<file path="src/rtl/flexneg_pkg.sv">
// Shared encodings for the Flex Bus negotiation controller.
// Assumes the substate codes listed in the brief are produced by the link trainer.
package flexneg_pkg;
    typedef enum logic [2:0] {
        SUB_OTHER    = 3'd0,
        SUB_LN_WAIT  = 3'd1,
        SUB_LN_ACC   = 3'd2,
        SUB_CFG_DONE = 3'd3,
        SUB_LINK_UP  = 3'd4
    } sub_e;

    typedef enum logic [2:0] {
        NG_IDLE = 3'd0,
        NG_PH1  = 3'd1,
        NG_PH2  = 3'd2,
        NG_CXL  = 3'd3,
        NG_PCIE = 3'd4,
        NG_FAIL = 3'd5
    } neg_e;
endpackage

</file>
<file path="src/rtl/flexneg_caps.sv">
// Capability agreement register.
// While idle it tracks the local capabilities. During phase 1, each received
// modified TS1 narrows it to local & received. It also records whether any
// modified TS1 arrived at all.
// Assumes follow_local and take_rx are never asserted together.
module flexneg_caps #(
    parameter int CAP_W = 8
) (
    input  logic             clk,
    input  logic             rst_n,
    input  logic             follow_local,
    input  logic             take_rx,
    input  logic [CAP_W-1:0] local_caps,
    input  logic [CAP_W-1:0] rx_caps,
    output logic [CAP_W-1:0] caps,
    output logic             seen_mod
);
    // Hold, reload or narrow the agreed vector.
    always_ff @(posedge clk) begin
        if (!rst_n) begin
            caps     <= '0;
            seen_mod <= 1'b0;
        end else if (follow_local) begin
            caps     <= local_caps;
            seen_mod <= 1'b0;
        end else if (take_rx) begin
            caps     <= local_caps & rx_caps;
            seen_mod <= 1'b1;
        end
    end


    caps_subset_chk: assert property (@(posedge clk) disable iff (!rst_n)
        take_rx |=> ((caps & ~$past(local_caps)) == '0) && seen_mod);
endmodule

</file>
<file path="src/rtl/flexneg_match.sv">
// Counter of consecutive matching modified TS2 records.
// last is high in the cycle that brings in the MATCH_N-th match.
// Assumes hit and flush are never asserted together.
module flexneg_match #(
    parameter int MATCH_N = 8
) (
    input  logic clk,
    input  logic rst_n,
    input  logic enable,
    input  logic hit,
    input  logic flush,
    output logic last
);
    localparam int CNT_W = $clog2(MATCH_N + 1);

    logic [CNT_W-1:0] cnt;

    assign last = hit && (cnt == CNT_W'(MATCH_N - 1));

    // Count matches, restarting on a plain TS2 or outside phase 2.
    always_ff @(posedge clk) begin
        if (!rst_n || !enable || flush) begin
            cnt <= '0;
        end else if (hit) begin
            cnt <= last ? '0 : cnt + CNT_W'(1);
        end
    end


    match_bound_chk: assert property (@(posedge clk) disable iff (!rst_n)
        cnt < CNT_W'(MATCH_N));

    flush_clears_chk: assert property (@(posedge clk) disable iff (!rst_n)
        flush |=> (cnt == '0));
endmodule

</file>
<file path="src/rtl/flexneg_rate_mon.sv">
// Low-rate recovery timer for CXL operation.
// expire is high in the cycle of the limit-th consecutive low-rate cycle.
// Any recovery, or disarming, restarts the count. A limit of 0 acts as 1.
module flexneg_rate_mon #(
    parameter int TMR_W = 16
) (
    input  logic             clk,
    input  logic             rst_n,
    input  logic             arm,
    input  logic             rate_low,
    input  logic [TMR_W-1:0] limit,
    output logic             expire
);
    logic [TMR_W-1:0] cnt;
    logic [TMR_W:0]   nxt;

    assign nxt    = {1'b0, cnt} + {{TMR_W{1'b0}}, 1'b1};
    assign expire = arm && rate_low && (nxt >= {1'b0, limit});

    // Advance while armed and slow, otherwise restart.
    always_ff @(posedge clk) begin
        if (!rst_n || !arm || !rate_low || expire) begin
            cnt <= '0;
        end else begin
            cnt <= nxt[TMR_W-1:0];
        end
    end


    tmr_bound_chk: assert property (@(posedge clk) disable iff (!rst_n)
        (limit != '0 && $stable(limit)) |-> (cnt < limit));
endmodule

</file>
<file path="src/rtl/flexneg_ctrl.sv">
// Downstream-port Flex Bus alternate protocol negotiation controller.
// Phase 1 (lane-number substates) agrees capabilities from modified TS1s.
// Phase 2 (configuration complete) demands MATCH_N consecutive exact echoes
// in modified TS2s. CXL is enabled in L0 at rate code >= RATE_MIN, and is
// dropped with a Detect request after a long enough rate dip.
// Assumes at most one received record per cycle.
module flexneg_ctrl
    import flexneg_pkg::*;
#(
    parameter int CAP_W    = 8,
    parameter int MATCH_N  = 8,
    parameter int TMR_W    = 16,
    parameter int RATE_W   = 3,
    parameter int RATE_MIN = 2
) (
    input  logic              clk,
    input  logic              rst_n,
    input  logic [2:0]        sub_state,
    input  logic [RATE_W-1:0] link_rate,
    input  logic              rx_valid,
    input  logic              rx_ts2,
    input  logic              rx_mod,
    input  logic [CAP_W-1:0]  rx_caps,
    input  logic [CAP_W-1:0]  local_caps,
    input  logic [TMR_W-1:0]  recov_limit,
    output logic [CAP_W-1:0]  flex_caps,
    output logic              neg_done,
    output logic              mode_cxl,
    output logic              cxl_en,
    output logic              detect_req
);
    neg_e state;
    sub_e sub;
    logic in_ln, rate_ok, seen_mod, take_rx, ph2_rx, caps_eq;
    logic hit, flush, bad, last, expire;

    assign sub     = sub_e'(sub_state);
    assign in_ln   = (sub == SUB_LN_WAIT) || (sub == SUB_LN_ACC);
    assign rate_ok = link_rate >= RATE_W'(RATE_MIN);
    assign take_rx = (state == NG_PH1) && in_ln && rx_valid && !rx_ts2 && rx_mod;
    assign ph2_rx  = (state == NG_PH2) && (sub == SUB_CFG_DONE) && rx_valid && rx_ts2;
    assign caps_eq = rx_caps == flex_caps;
    assign hit     = ph2_rx && rx_mod && caps_eq;
    assign flush   = ph2_rx && !rx_mod;
    assign bad     = ph2_rx && rx_mod && !caps_eq;

    flexneg_caps #(.CAP_W(CAP_W)) u_caps (
        .clk(clk), .rst_n(rst_n),
        .follow_local(state == NG_IDLE), .take_rx(take_rx),
        .local_caps(local_caps), .rx_caps(rx_caps),
        .caps(flex_caps), .seen_mod(seen_mod)
    );

    flexneg_match #(.MATCH_N(MATCH_N)) u_match (
        .clk(clk), .rst_n(rst_n),
        .enable(state == NG_PH2), .hit(hit), .flush(flush), .last(last)
    );

    flexneg_rate_mon #(.TMR_W(TMR_W)) u_rate (
        .clk(clk), .rst_n(rst_n),
        .arm((state == NG_CXL) && cxl_en), .rate_low(!rate_ok),
        .limit(recov_limit), .expire(expire)
    );

    // Negotiation sequencing and result outputs.
    always_ff @(posedge clk) begin
        if (!rst_n) begin
            state      <= NG_IDLE;
            neg_done   <= 1'b0;
            detect_req <= 1'b0;
            mode_cxl   <= 1'b0;
            cxl_en     <= 1'b0;
        end else begin
            neg_done   <= 1'b0;
            detect_req <= 1'b0;
            case (state)
                NG_IDLE: begin
                    if (in_ln) begin
                        state <= NG_PH1;
                    end else if (sub == SUB_CFG_DONE) begin
                        state    <= NG_PCIE;
                        neg_done <= 1'b1;
                    end
                end
                NG_PH1: begin
                    if (sub == SUB_CFG_DONE) begin
                        if (seen_mod) begin
                            state <= NG_PH2;
                        end else begin
                            state    <= NG_PCIE;
                            neg_done <= 1'b1;
                        end
                    end else if (sub == SUB_OTHER) begin
                        state <= NG_IDLE;
                    end
                end
                NG_PH2: begin
                    if (sub == SUB_OTHER) begin
                        state <= NG_IDLE;
                    end else if (bad) begin
                        state      <= NG_FAIL;
                        detect_req <= 1'b1;
                    end else if (last) begin
                        state    <= NG_CXL;
                        neg_done <= 1'b1;
                        mode_cxl <= 1'b1;
                    end
                end
                NG_CXL: begin
                    if (sub == SUB_OTHER) begin
                        state    <= NG_IDLE;
                        mode_cxl <= 1'b0;
                        cxl_en   <= 1'b0;
                    end else if (expire) begin
                        state      <= NG_FAIL;
                        detect_req <= 1'b1;
                        mode_cxl   <= 1'b0;
                        cxl_en     <= 1'b0;
                    end else if ((sub == SUB_LINK_UP) && rate_ok) begin
                        cxl_en <= 1'b1;
                    end
                end
                default: begin
                    if (sub == SUB_OTHER) begin
                        state    <= NG_IDLE;
                        mode_cxl <= 1'b0;
                    end
                end
            endcase
        end
    end


    done_pulse_chk: assert property (@(posedge clk) disable iff (!rst_n)
        neg_done |=> !neg_done);

    detect_pulse_chk: assert property (@(posedge clk) disable iff (!rst_n)
        detect_req |=> !detect_req);

    done_detect_excl_chk: assert property (@(posedge clk) disable iff (!rst_n)
        !(neg_done && detect_req));

    en_needs_mode_chk: assert property (@(posedge clk) disable iff (!rst_n)
        cxl_en |-> mode_cxl);

    en_rise_chk: assert property (@(posedge clk) disable iff (!rst_n)
        $rose(cxl_en) |-> $past((sub_state == 3'd4) && rate_ok));

    ph2_caps_stable_chk: assert property (@(posedge clk) disable iff (!rst_n)
        ((state == NG_PH2) && ($past(state) == NG_PH2)) |-> $stable(flex_caps));
endmodule

</file>
<file path="config.mk">
export PLATFORM = sky130hd
export DESIGN_NAME = flexneg_ctrl
export DESIGN_NICKNAME = d
export VERILOG_FILES = /design/src/rtl/flexneg_pkg.sv /design/src/rtl/flexneg_caps.sv /design/src/rtl/flexneg_match.sv /design/src/rtl/flexneg_rate_mon.sv /design/src/rtl/flexneg_ctrl.sv
export SDC_FILE = /design/constraint.sdc
export NUM_CORES = 1
export LEC_CHECK = 0
export BUFFER_PORTS_ARGS = -buffer_cell sky130_fd_sc_hd__buf_2
export CAP_MARGIN = 20
export CORE_UTILIZATION = 55
export DETAILED_ROUTE_END_ITERATION = 6
export PLACE_DENSITY = 0.82
export SYNTH_ARGS = -nofsm -noshare
export SYNTH_HDL_FRONTEND = slang
export SYNTH_SLANG_ARGS = --single-unit
</file>
<file path="constraint.sdc">
create_clock -name clk -period 4.4 [get_ports clk]
set_input_delay 0.22 -clock clk [delete_from_list [all_inputs] [get_ports clk]]
set_output_delay 0.22 -clock clk [all_outputs]
set_load 0.1 [all_outputs]
</file>
==> results of run 1 <==
-- cell families (layout without fill, tap and decap cells) --
family | count (synthesis) | in the layout | synth area share (%)
compound gates | 52 | 52 | 16.1
xor+xnor | 25 | 25 | 9.53
fa+ha+maj | 18 | 18 | 9.80
buf+inv | 29 | 82 | 5.12
flops | 36 | 36 | 31.4
mux | 1 | 1 | 0.436
simple gates | 109 | 109 | 27.7
-- registers in the layout, summed over array words and instances, names as in the netlist --
name             count
mode_cxl             1
u_rate.cnt          16
neg_done             1
u_caps.seen_mod      1
u_match.cnt          4
u_caps.caps          8
state                3
cxl_en               1
detect_req           1
-- placed cells by master (no fill, tap or decap), drive strengths merged, types with 8 or more instances in the layout --
master and count:
dfxtp 36, xor2 15, nand4 10, nand2 13, clkbuf 8, nand3 11
xnor2 10, a21oi 10, ha 18, inv 20, a21o 12, buf 54
nor2 29, a22oi 8, nor2b 16
-- metrics by stage --
stage               total power, mW  area [µm²]  worst slack (ns)  instances
detailed placement            0.514        2590              1.17        365
floorplan                     0.473        2300              1.88        270
finish                        0.744        2680              1.15        373
CTS                           0.748        2680              1.12        373
global route                  0.777        2680             0.659        373
global placement              0.511        2590              1.29        365
-- worst min path at each step --
stage / from / endpoint / slack [ns]
6_report: local_caps[1] / u_caps.caps[1] / 0.18
5_1_grt: local_caps[5] / u_caps.caps[5] / 0.19
4_1_cts: local_caps[2] / u_caps.caps[2] / 0.18
3_5_place_dp: local_caps[7] / u_caps.caps[7] / 0.46
3_3_place_gp: u_rate.cnt[0] / u_rate.cnt[0] / 0.45
2_1_floorplan: rst_n / cxl_en / 0.35
-- layer usage --
layer | vias up | part of all wire [%] | GRT usage (%)
met4 | 0 | 2.1 | 10.6
li1 | 1062 | - | -
met2 | 64 | 48 | 42.3
met1 | 962 | 45 | 28.6
met3 | 10 | 4.9 | 5.14
met5 | - | 0 | 0
-- tightest hold or removal path, stage by stage --
cell and delay, ns:
sky130_fd_sc_hd__buf_2 0.07, sky130_fd_sc_hd__a22oi_1 0.05, sky130_fd_sc_hd__nor2_1 0.07
-- layout make-up --
class                      instances  area (µm²)  share of cell area [%]
multi-input combinational        205        1460                    54.5
sequential                        36         721                    26.9
timing repair buffer              54         273                    10.2
clock buffer                       8        90.1                    3.36
inverter                          20        75.1                    2.80
tap                               50        62.6                    2.33
-- where the power goes --
| part | internal (mW) | switching [mW] |
|---|---|---|
| sequential | 0.335 | 0.0129 |
| clock | 0.128 | 0.109 |
| combinational | 0.0517 | 0.108 |
==> results.txt, run 1 <==
* Class of the most critical hold timing path: input pin to register
- The H-tree was split into 2 levels.
* Critical path class: register to register
- Traced cell by cell, the critical path runs through ha_1 > nand3_1 > nor2_1 > and3_1 > xor2_1 > ha_1 > a211oi_1 > nor2_1 > nor2_1 > o21a_1 > nand4_1 > nor2b_1.
- Initial Util: 57.5%
- Following the worst setup path forward leads to its endpoint at u_rate.cnt[13].
- RSZ-0062 raised after global routing: false
- Synth Warn #: 0
- Number of antenna violations at the first check in global routing: 0
* Commonest cells post-synth: 36 x sky130_fd_sc_hd__dfxtp_1, 28 x sky130_fd_sc_hd__nor2_1, 20 x sky130_fd_sc_hd__inv_1
- The slowest stage of the critical path belongs to the cell sky130_fd_sc_hd__nand4_1.
* Share of synthesized area occupied by flip-flops and latches: 31.4%
* Relative max-transition margin: 55.0%
- Peak Freq: 0.307 GHz
* Global-route wire length before repair: 8290 µm
- Ratio of cells with drive above 1 in the final layout: around a fifth
- Area of the die: 0.00444 mm²
- In the synthesized netlist the dominant register cell turns out to be sky130_fd_sc_hd__dfxtp_1.
* Total of max-cap violations: 0
- For this run the aggregate overflow at the end of global routing stands at 0.
- Post-cts sizing count: 0
- TritonCTS built the clock tree.
- Post-CTS setup buffer count: 0
* Vias/cell: 5.62
- Counting buffers and inverters, the worst setup path is 12 cells deep.
* Cell taking the most area after synthesis: sky130_fd_sc_hd__dfxtp_1
* Drt drc: 0
* Number of buffers on the longest clock path: 2
- Largest fanout on the critical path: 16
- CP startpoint: u_rate.cnt[0]
- Clock root buffer: sky130_fd_sc_hd__clkbuf_8
* Clock insertion delay at the later pin of the skew report: 0.28 ns
- Clock tree sinks: 36
- Average size of a mapped cell: 8.51 µm²
* Total detailed-routing wirelength: 4800 µm
- Crit path buffers/inverters: 0
- Post-synth top area share: 31.4%
- Startpoint class of the critical path: register
* Flop and latch count out of synthesis: 36
* Area growth from synthesis to layout: 16.7%
- Worst-case clock skew: 0.00616 ns
- The netlist uses around 50 different library cells.
* Most frequent cell after synthesis: sky130_fd_sc_hd__dfxtp_1
- The layout has around 340 filler cells.
- The worst path uses 74.0% of the clock period.
* Placer Congestion: between 0.8 and 0.9
* Reg2Reg Capture Point: u_rate.cnt[13]
- The number of slew-limit violations in the final report is 0.
* Logic depth of the worst register-to-register path: 12
- The worst register-to-register path has a setup slack of roughly 1.1 ns.
- Synth area leaders: sky130_fd_sc_hd__dfxtp_1 31%, sky130_fd_sc_hd__ha_1 9.8%, sky130_fd_sc_hd__xor2_1 5.7%
- Via count of the first global-routing pass: around 2,000
- For this design, the CTS-stage hold fixing added 0 buffers.
- Entering global routing, the biggest net connects 17 pins.
* Number of synthesized flops with an enable pin: 0
* Cell leakage power: 1.27 nW
- In the final timing run, aggregate negative setup slack is 0 ns.
- DIE WIDTH: 66.6 µm
- In the synthesized netlist the async set-or-reset flop fraction comes to 0%.
- Overall fraction of global-route tracks in use: 24.4%
* Delay of the slowest critical-path stage: 0.55 ns
- The smallest clock period supported by the final layout is computed as roughly 3.3 ns.
- Per-cell routed wire length: 12.9 µm
- Count of buffers from port buffering: 53
- After floorplanning, the core was sized to cover 0.00400 mm².
* Antenna cells: 0
- Post-route worst hold slack: 0.178 ns
- Vias: 2,098
* Fin nets: 383
- Slew @ Worst Pin: 0.673 ns
- Final core occ: 67.0%
- WP data required: 4.60 ns
- The worst hold path passes through 3 cells.
* Vert. Die Dim: between 60 and 70 µm
- Broken down by cell family, the worst path's largest delay share belongs to simple AND/OR/NAND/NOR gates.
- In this run the critical register-to-register path is launched from u_rate.cnt[0].
- After legalization and detailed placement, the total HPWL measured around 3700 µm.
* Result of the run: completed
* Clock buffer count from CTS: 5
- The worst-case IR drop observed on VDD is 0.000270 V.
- Syn nets: 331
- The final-report hold violation count came to 0.
- Endpoint kind of the worst setup timing path: register
- Most used cell, CP: sky130_fd_sc_hd__nor2_1
- Clock edge transition at the registers on the reported setup and hold paths: 0.07 ns
* Worst EP arrival: between 3 and 4 ns
* Total power per unit cell area: 277 mW/mm²
- Gate count after technology mapping: 270
* Number of ports placed on the die boundary: 55
* Cell area after synthesis: 0.00230 mm²
- Number of iterations in the first detailed-routing pass: 4
- Number of standard-cell rows in the floorplan: 23
- For this block, the initial DRC count from the detailed router was 125.
* Antenna viol nets, final: 0
- Number of setup violations in the final report: 0
No activity file was read; power rests on OpenSTA's default activity.
==> run 2, diff against run 1 <==
--- a/config.mk
+++ b/config.mk
@@ -7,9 +7,9 @@
 export LEC_CHECK = 0
 export BUFFER_PORTS_ARGS = -buffer_cell sky130_fd_sc_hd__buf_2
 export CAP_MARGIN = 20
-export CORE_UTILIZATION = 55
+export CORE_UTILIZATION = 48
 export DETAILED_ROUTE_END_ITERATION = 6
-export PLACE_DENSITY = 0.82
+export PLACE_DENSITY = 0.76
 export SYNTH_ARGS = -nofsm -noshare
 export SYNTH_HDL_FRONTEND = slang
 export SYNTH_SLANG_ARGS = --single-unit
==> constraint.sdc (replaced) <==
create_clock -name clk -period 2.8 [get_ports clk]
set_input_delay 0.14 -clock clk [delete_from_list [all_inputs] [get_ports clk]]
set_output_delay 0.14 -clock clk [all_outputs]
set_load 0.1 [all_outputs]
==> results.txt, run 2 (same netlist as run 1, synthesis figures left out) <==
* Result of the run: completed
- The number of H-tree levels was 2 (unchanged).
* Reg2Reg Capture Point: u_rate.cnt[9]
- The register with the most flip-flops in the final layout is u_rate.cnt.
* Count of placed standard cells including taps: 373 (+2.2%)
- Filler-free cell count of the finished design: 378 (+1.3%)
* Number of iterations in the first detailed-routing pass: 4 (unchanged)
* Number of fill cells: 402 (+19%)
- Overall power: 1.13 mW (+52%)
* Endpoint kind of the worst setup timing path: register
- Count of buffers from port buffering: 53 (unchanged)
- Clock tree sinks: 36 (unchanged)
- Compared with the post-synthesis result, the final layout area differs by 18.7%.
* Vert. Die Dim: 71.2 µm (+6.8%)
- The width of the die is 71.2 µm (+6.8%).
- Clock edge transition at the registers on the reported setup and hold paths: 0.07 ns (about the same)
- The smallest setup slack after layout came to 0.179 ns (-0.966 ns).
- The pre-CTS worst setup slack is 0.0423 ns (-1.13 ns).
* Number of ports placed on the die boundary: 55 (unchanged)
- Relative max-transition margin: 65.1% (+10 points)
- Max reg flops: 16 (unchanged)
- The number of failing setup endpoints in the final timing report was 0 (unchanged).
- Fin. max-slew vios: 0 (unchanged)
* Total congestion overflow: 0 (unchanged)
- The number of DRC violations after detailed-routing iteration 0 came to 169 (+35%).
* Total core area: 0.00447 mm² (+12%)
* Total count of hold-check failures in the final report: 0 (unchanged)
- Number of buffers on the longest clock path: 2 (unchanged)
- Startpoint class of the critical path: register
- The min-delay analysis places its worst path in the category input pin to register.
- Tcrit/Tclk final: 93.6% (+20 points)
- Total power per unit cell area: 415 mW/mm² (+49%)
- CTS placed an instance of sky130_fd_sc_hd__clkbuf_8 at the clock tree root.
* Worst EP arrival: 2.84 ns (-0.61 ns)
- Per-cell routed wire length: 13.2 µm (+2.8%)
- Clock buffer count from CTS: 5 (unchanged)
* Worst-case clock skew: 0.00475 ns (-0.00141 ns)
- The starting density of the core is 51.4% (-6.1 points).
- The number of cells traversed by the worst register-to-register path is 12 (unchanged).
* Final critical-path required period: 2.62 ns (-0.634 ns)
- CP endpoint: u_rate.cnt[9]
* Worst VDD drop: 0.000349 V (+29%)
- The number of antenna violations at the first check in global routing is 0 (unchanged).
- Largest fanout on the critical path: 16 (unchanged)
- Fin nets: 389 (+1.6%)
- The worst register-to-register path begins at u_rate.cnt[4].
- The largest registers in the layout are u_rate.cnt (16), u_caps.caps (8), u_match.cnt (4).
- Largest net degree at the start of global routing: 17 (unchanged)
- Global-route wire length before repair: 8450 µm (+2.0%)
- Clock insertion delay at the later pin of the skew report: 0.29 ns (about the same)
- Critical path class: register to register
* Vias: 2,103 (+0.24%)
* Final HPWL DP: 3820 µm (+2.0%)
- WP data required: 3.02 ns (-1.58 ns)
- Ratio of cells with drive above 1 in the final layout: 23.3% (+2.3 points)
- The placer's final routability congestion estimate is 0.843 (-2.1%).
- Overall fraction of global-route tracks in use: 21.1% (-3.3 points)
- Hold Buf Count CTS: 0 (unchanged)
- Total detailed-routing wirelength: 5000 µm (+4.2%)
* Vias/cell: 5.56 (-1.1%)
- Cell leakage power: 1.29 nW (+1.8%)
- The number of antenna-violating nets in the routed design is 0 (unchanged).
- The slew at the pin closest to its max-slew limit is 0.523 ns (-0.150 ns).
- The total DRC errors in the routed layout is 0 (unchanged).
* CP startpoint: u_rate.cnt[4]
* Total of max-cap violations: 0 (unchanged)
* Via count of the first global-routing pass: 2,016 (-0.74%)
- The library cell used most frequently in the layout, excluding fill and tap cells, is sky130_fd_sc_hd__buf_2.
- TritonCTS clock tree: yes
- In the layout the commonest cells are 53 x sky130_fd_sc_hd__buf_2, 35 x sky130_fd_sc_hd__dfxtp_1, 27 x sky130_fd_sc_hd__nor2_1.
- The floorplan die area was 0.00507 mm² (+14%).
* Internal reg-to-reg setup slack: 0.18 ns (-0.97 ns)
* Antenna cells: 0 (unchanged)
* Peak Freq: 0.382 GHz (+24%)
- The number of rows created at floorplan is 24 (+4.3%).
[run 2: how the worst min path moves through the flow]
stage,start,to,slack (ns),depth (start not counted)
floorplan,rst_n,cxl_en,0.27,2
global placement,local_caps[6],u_caps.caps[6],0.37,3
detailed placement,local_caps[6],u_caps.caps[6],0.39,3
CTS,local_caps[6],u_caps.caps[6],0.08,3
global route,local_caps[1],u_caps.caps[1],0.1,3
finish,local_caps[6],u_caps.caps[6],0.09,3
[run 2: area by class of cell]
| class | instances | area (µm²) | area share, % |
|---|---|---|---|
| flip-flops and latches | 36 | 722 | 26.5 |
| multi-input cells | 205 | 1480 | 54.2 |
| inverters | 20 | 75.1 | 2.75 |
| clock buffers | 5 | 68.8 | 2.52 |
| well taps | 52 | 65.1 | 2.39 |
| repair buffers | 60 | 318 | 11.7 |
[run 2: metal layers]
| layer | vias up | global-route usage, % | wire length, µm |
|---|---|---|---|
| met4 | 0 | 8.89 | 80 |
| met2 | 63 | 35.7 | 2330 |
| met1 | 965 | 26.1 | 2330 |
| li1 | 1066 | - | - |
| met5 | - | 0 | 0 |
| met3 | 9 | 4.27 | 255 |
[run 2: metrics by stage]
step	hold slack, ns	instance area [µm²]	setup TNS (ns)	utilization (%)
global placement	0.372	2640	0	59.0
global route	0.0955	2730	-0.413	61.0
CTS	0.0832	2710	0	60.5
detailed placement	0.385	2640	0	59.0
floorplan	0.275	2300	0	-
finish	0.0882	2730	0	61.0
[run 2: power breakdown]
part / switching (mW) / internal (mW) / total, mW / leakage, nW
clock: 0.172 / 0.160 / 0.332 / 0.0359
sequential: 0.0205 / 0.526 / 0.547 / 0.293
combinational: 0.171 / 0.0813 / 0.252 / 0.964
total: 0.364 / 0.768 / 1.13 / 1.29
[run 2: critical path, stage by stage, from the launching register on]
cell	delay (ns)
sky130_fd_sc_hd__dfxtp_1	0.39
sky130_fd_sc_hd__nand4_1	0.23
sky130_fd_sc_hd__nor2_1	0.16
sky130_fd_sc_hd__buf_4	0.15
sky130_fd_sc_hd__xor2_1	0.18
sky130_fd_sc_hd__ha_1	0.25
sky130_fd_sc_hd__and2_0	0.17
sky130_fd_sc_hd__a221o_1	0.29
sky130_fd_sc_hd__nand2_1	0.07
sky130_fd_sc_hd__o211a_1	0.22
sky130_fd_sc_hd__nand4_1	0.11
sky130_fd_sc_hd__buf_4	0.21
sky130_fd_sc_hd__nor2b_1	0.12
[run 2: what timing repair did]
action                                  in CTS  in global routing
gates resized for setup                      0                  5
buffers inserted                             0                  0
endpoints found under the setup margin       0                 21
hold endpoints to repair                     0                  0
==> run 3, diff against run 2 <==
--- a/config.mk
+++ b/config.mk
@@ -9,7 +9,7 @@
 export CAP_MARGIN = 20
 export CORE_UTILIZATION = 48
 export DETAILED_ROUTE_END_ITERATION = 6
-export PLACE_DENSITY = 0.76
+export PLACE_DENSITY = 0.73
 export SYNTH_ARGS = -nofsm -noshare
 export SYNTH_HDL_FRONTEND = slang
 export SYNTH_SLANG_ARGS = --single-unit
==> results.txt, run 3 (same netlist as run 1, synthesis figures left out) <==
- The flow ran to the end, but the final reports show violations.
* Failing checks: DRC
* Max reg flops: 16 (unchanged)
- The count of pins on the block boundary came to 55 (unchanged).
* Relative max-transition margin: 63.8% (-1.3 points)
* Antenna cells: 0 (unchanged)
* Reg with most FFs: u_rate.cnt
* Number of fill cells: 386 (-4.0%)
- The static leakage is 1.35 nW (+4.4%).
- Biggest regs: u_rate.cnt (16), u_caps.caps (8), u_match.cnt (4)
- Largest fanout on the critical path: 5 (-11)
* Clock tree sinks: 36 (unchanged)
* Global-route wire length before repair: 8360 µm (-1.1%)
- The number of antenna-violating nets in the routed design is 0 (unchanged).
- The number of nets in the final layout is 395 (+1.5%).
- Worst EP arrival: 2.82 ns (-0.02 ns)
- The timing-limited maximum frequency came to 0.378 GHz (-0.85%).
- Most used cells in the layout excluding fill and tap cells: 53 x sky130_fd_sc_hd__buf_2, 34 x sky130_fd_sc_hd__dfxtp_1, 27 x sky130_fd_sc_hd__nor2_1
- Hold Buf Count CTS: 0 (unchanged)
- Via count of the first global-routing pass: 1,916 (-5.0%)
* Endpoint kind of the worst setup timing path: register
* Clock insertion delay at the later pin of the skew report: 0.29 ns (about the same)
* CTS H-tree lvls: 2 (unchanged)
- Total detailed-routing wirelength: 4960 µm (-0.84%)
- Fin. max-slew vios: 0 (unchanged)
* Most common cell after layout, fill and taps aside: sky130_fd_sc_hd__buf_2
- The overall global routing resource usage is 20.5% (-0.60 points).
- The total DRC errors in the routed layout was 3 (+3).
* Number of buffers on the longest clock path: 2 (unchanged)
- The worst supply voltage drop on vdd is 0.000440 V (+26%).
- Per-cell routed wire length: 12.8 µm (-2.9%)
* Starting DRC count in detailed routing: 149 (-12%)
- The detailed-routing iteration count for the pre-antenna-repair pass came to 7 (+3).
* Clock edge transition at the registers on the reported setup and hold paths: 0.07 ns (about the same)
* Filler-free cell count of the finished design: 386 (+2.1%)
- Post-route worst hold slack: 0.0906 ns (+0.00240 ns)
* Final HPWL DP: 3730 µm (-2.3%)
- Class of the most critical hold timing path: input pin to register
* Overall power: 1.20 mW (+5.6%)
- WP data required: 2.98 ns (-0.04 ns)
- The maximum number of pins on one net before global-route repair is 17 (unchanged).
- The overall overflow remaining after global route is 0 (unchanged).
* Vias/cell: 5.46 (-1.8%)
- Total count of hold-check failures in the final report: 0 (unchanged)
- The instance count after placement with tap cells included came to 377 (+1.1%).
- The width of the die was 71.2 µm (unchanged).
- The standard cell core area is 0.00447 mm² (unchanged).
* Count of buffers from port buffering: 53 (unchanged)
* Area growth from synthesis to layout: 22.8%
- Slew @ Worst Pin: 0.540 ns (+0.0175 ns)
- Clock buffer count from CTS: 5 (unchanged)
- The via count of the routed design came to 2,108 (+0.24%).
* Final critical-path required period: 2.64 ns (+0.0225 ns)
* Number of standard-cell rows in the floorplan: 24 (unchanged)
* TritonCTS clock tree: yes
- The number of antenna violations at the first check in global routing was 0 (unchanged).
* Post-Place Cell Area: 0.00267 mm² (+1.1%)
- Clock root buffer: sky130_fd_sc_hd__clkbuf_8
* Worst-case clock skew: 0.0108 ns (+0.00602 ns)
- The portion of the clock cycle consumed by the worst path in the final layout came to 94.4% (+0.81 points).
- The power density normalized to cell area is 423 mW/mm² (+2.1%).
- The final non-filler cell area came to 0.00282 mm² (+3.5%).
- The max-cap check violation count was 0 (unchanged).
- The placer's final routability congestion estimate was 0.828 (-1.8%).
- The worst setup path is launched from a register.
- Number of setup violations in the final report: 0 (unchanged)
* Critical path class: register to register
- Initial Util: 51.4% (unchanged)
- Ratio of cells with drive above 1 in the final layout: 26.6% (+3.3 points)
- Vert. Die Dim: 71.2 µm (unchanged)
- Area of the die: 0.00507 mm² (unchanged)
## run 3: cell count changes in the layout (fill, tap and decap cells not counted), moves of 2 or more
cell / change
sky130_fd_sc_hd__buf_4: +5
sky130_fd_sc_hd__nand3_2: +2
sky130_fd_sc_hd__nand3_1: -2
sky130_fd_sc_hd__clkbuf_8: +2
## run 3: worst max-delay path: stages (launching register included)
cell and delay [ns]:
sky130_fd_sc_hd__dfxtp_1 0.46, sky130_fd_sc_hd__nand3_2 0.18, sky130_fd_sc_hd__nor2_1 0.12, sky130_fd_sc_hd__buf_4 0.14
sky130_fd_sc_hd__xor2_1 0.17, sky130_fd_sc_hd__ha_1 0.25, sky130_fd_sc_hd__and2_0 0.16, sky130_fd_sc_hd__a221o_1 0.29
sky130_fd_sc_hd__nand2_1 0.07, sky130_fd_sc_hd__o211a_1 0.18, sky130_fd_sc_hd__a21boi_1 0.07, sky130_fd_sc_hd__buf_4 0.16
sky130_fd_sc_hd__o311a_1 0.28
## run 3: routing by layer
metal	vias up	GRT usage [%]	part of all wire, %	routed length, µm
met5	-	0	0	0
met2	68	33.3	46	2260
met1	948	27.4	47	2330
li1	1085	-	-	-
met3	7	4.70	6.2	305
met4	0	5.33	1.2	61
## run 3: final timing paths
kind / from / endpoint / slack [ns] / cells after the start
worst min register to register: u_match.cnt[0] / u_match.cnt[0] / 0.49 / 2
worst max register to register: u_rate.cnt[2] / state[2] / 0.16 / 12
worst max-delay path: u_rate.cnt[2] / state[2] / 0.16 / 12
worst min-delay path: local_caps[6] / u_caps.caps[6] / 0.09 / 3
## run 3: repair_timing
action                     in CTS  in global routing
setup buffers                   0                  2
gates resized for setup         0                 10
setup endpoints to repair       0                 21
## run 3: layout make-up
cell class,count,area [µm²],area share [%]
sequential,36,723,25.6
clock buffer,7,96.3,3.41
tap,52,65.1,2.30
multi-input combinational,205,1500,53.0
inverter,20,75.1,2.66
timing repair buffer,66,367,13.0
## run 3: power by group
part	switching (mW)	internal (mW)	leakage (nW)	total, mW
Sequential	0.0213	0.526	0.293	0.547
Clock	0.178	0.219	0.0503	0.397
Combinational	0.169	0.0813	1.01	0.251
## run 3: metrics by stage
| step | TNS, ns | util (%) | setup WS (ns) |
|---|---|---|---|
| after global routing | -0.000292 | 63.1 | -0.000292 |
| after floorplan | 0 | - | 0.283 |
| after detailed placement | 0 | 59.6 | 0.169 |
| after global placement | 0 | 59.6 | 0.163 |
| final | 0 | 63.1 | 0.157 |
| after CTS | 0 | 61.8 | 0.108 |
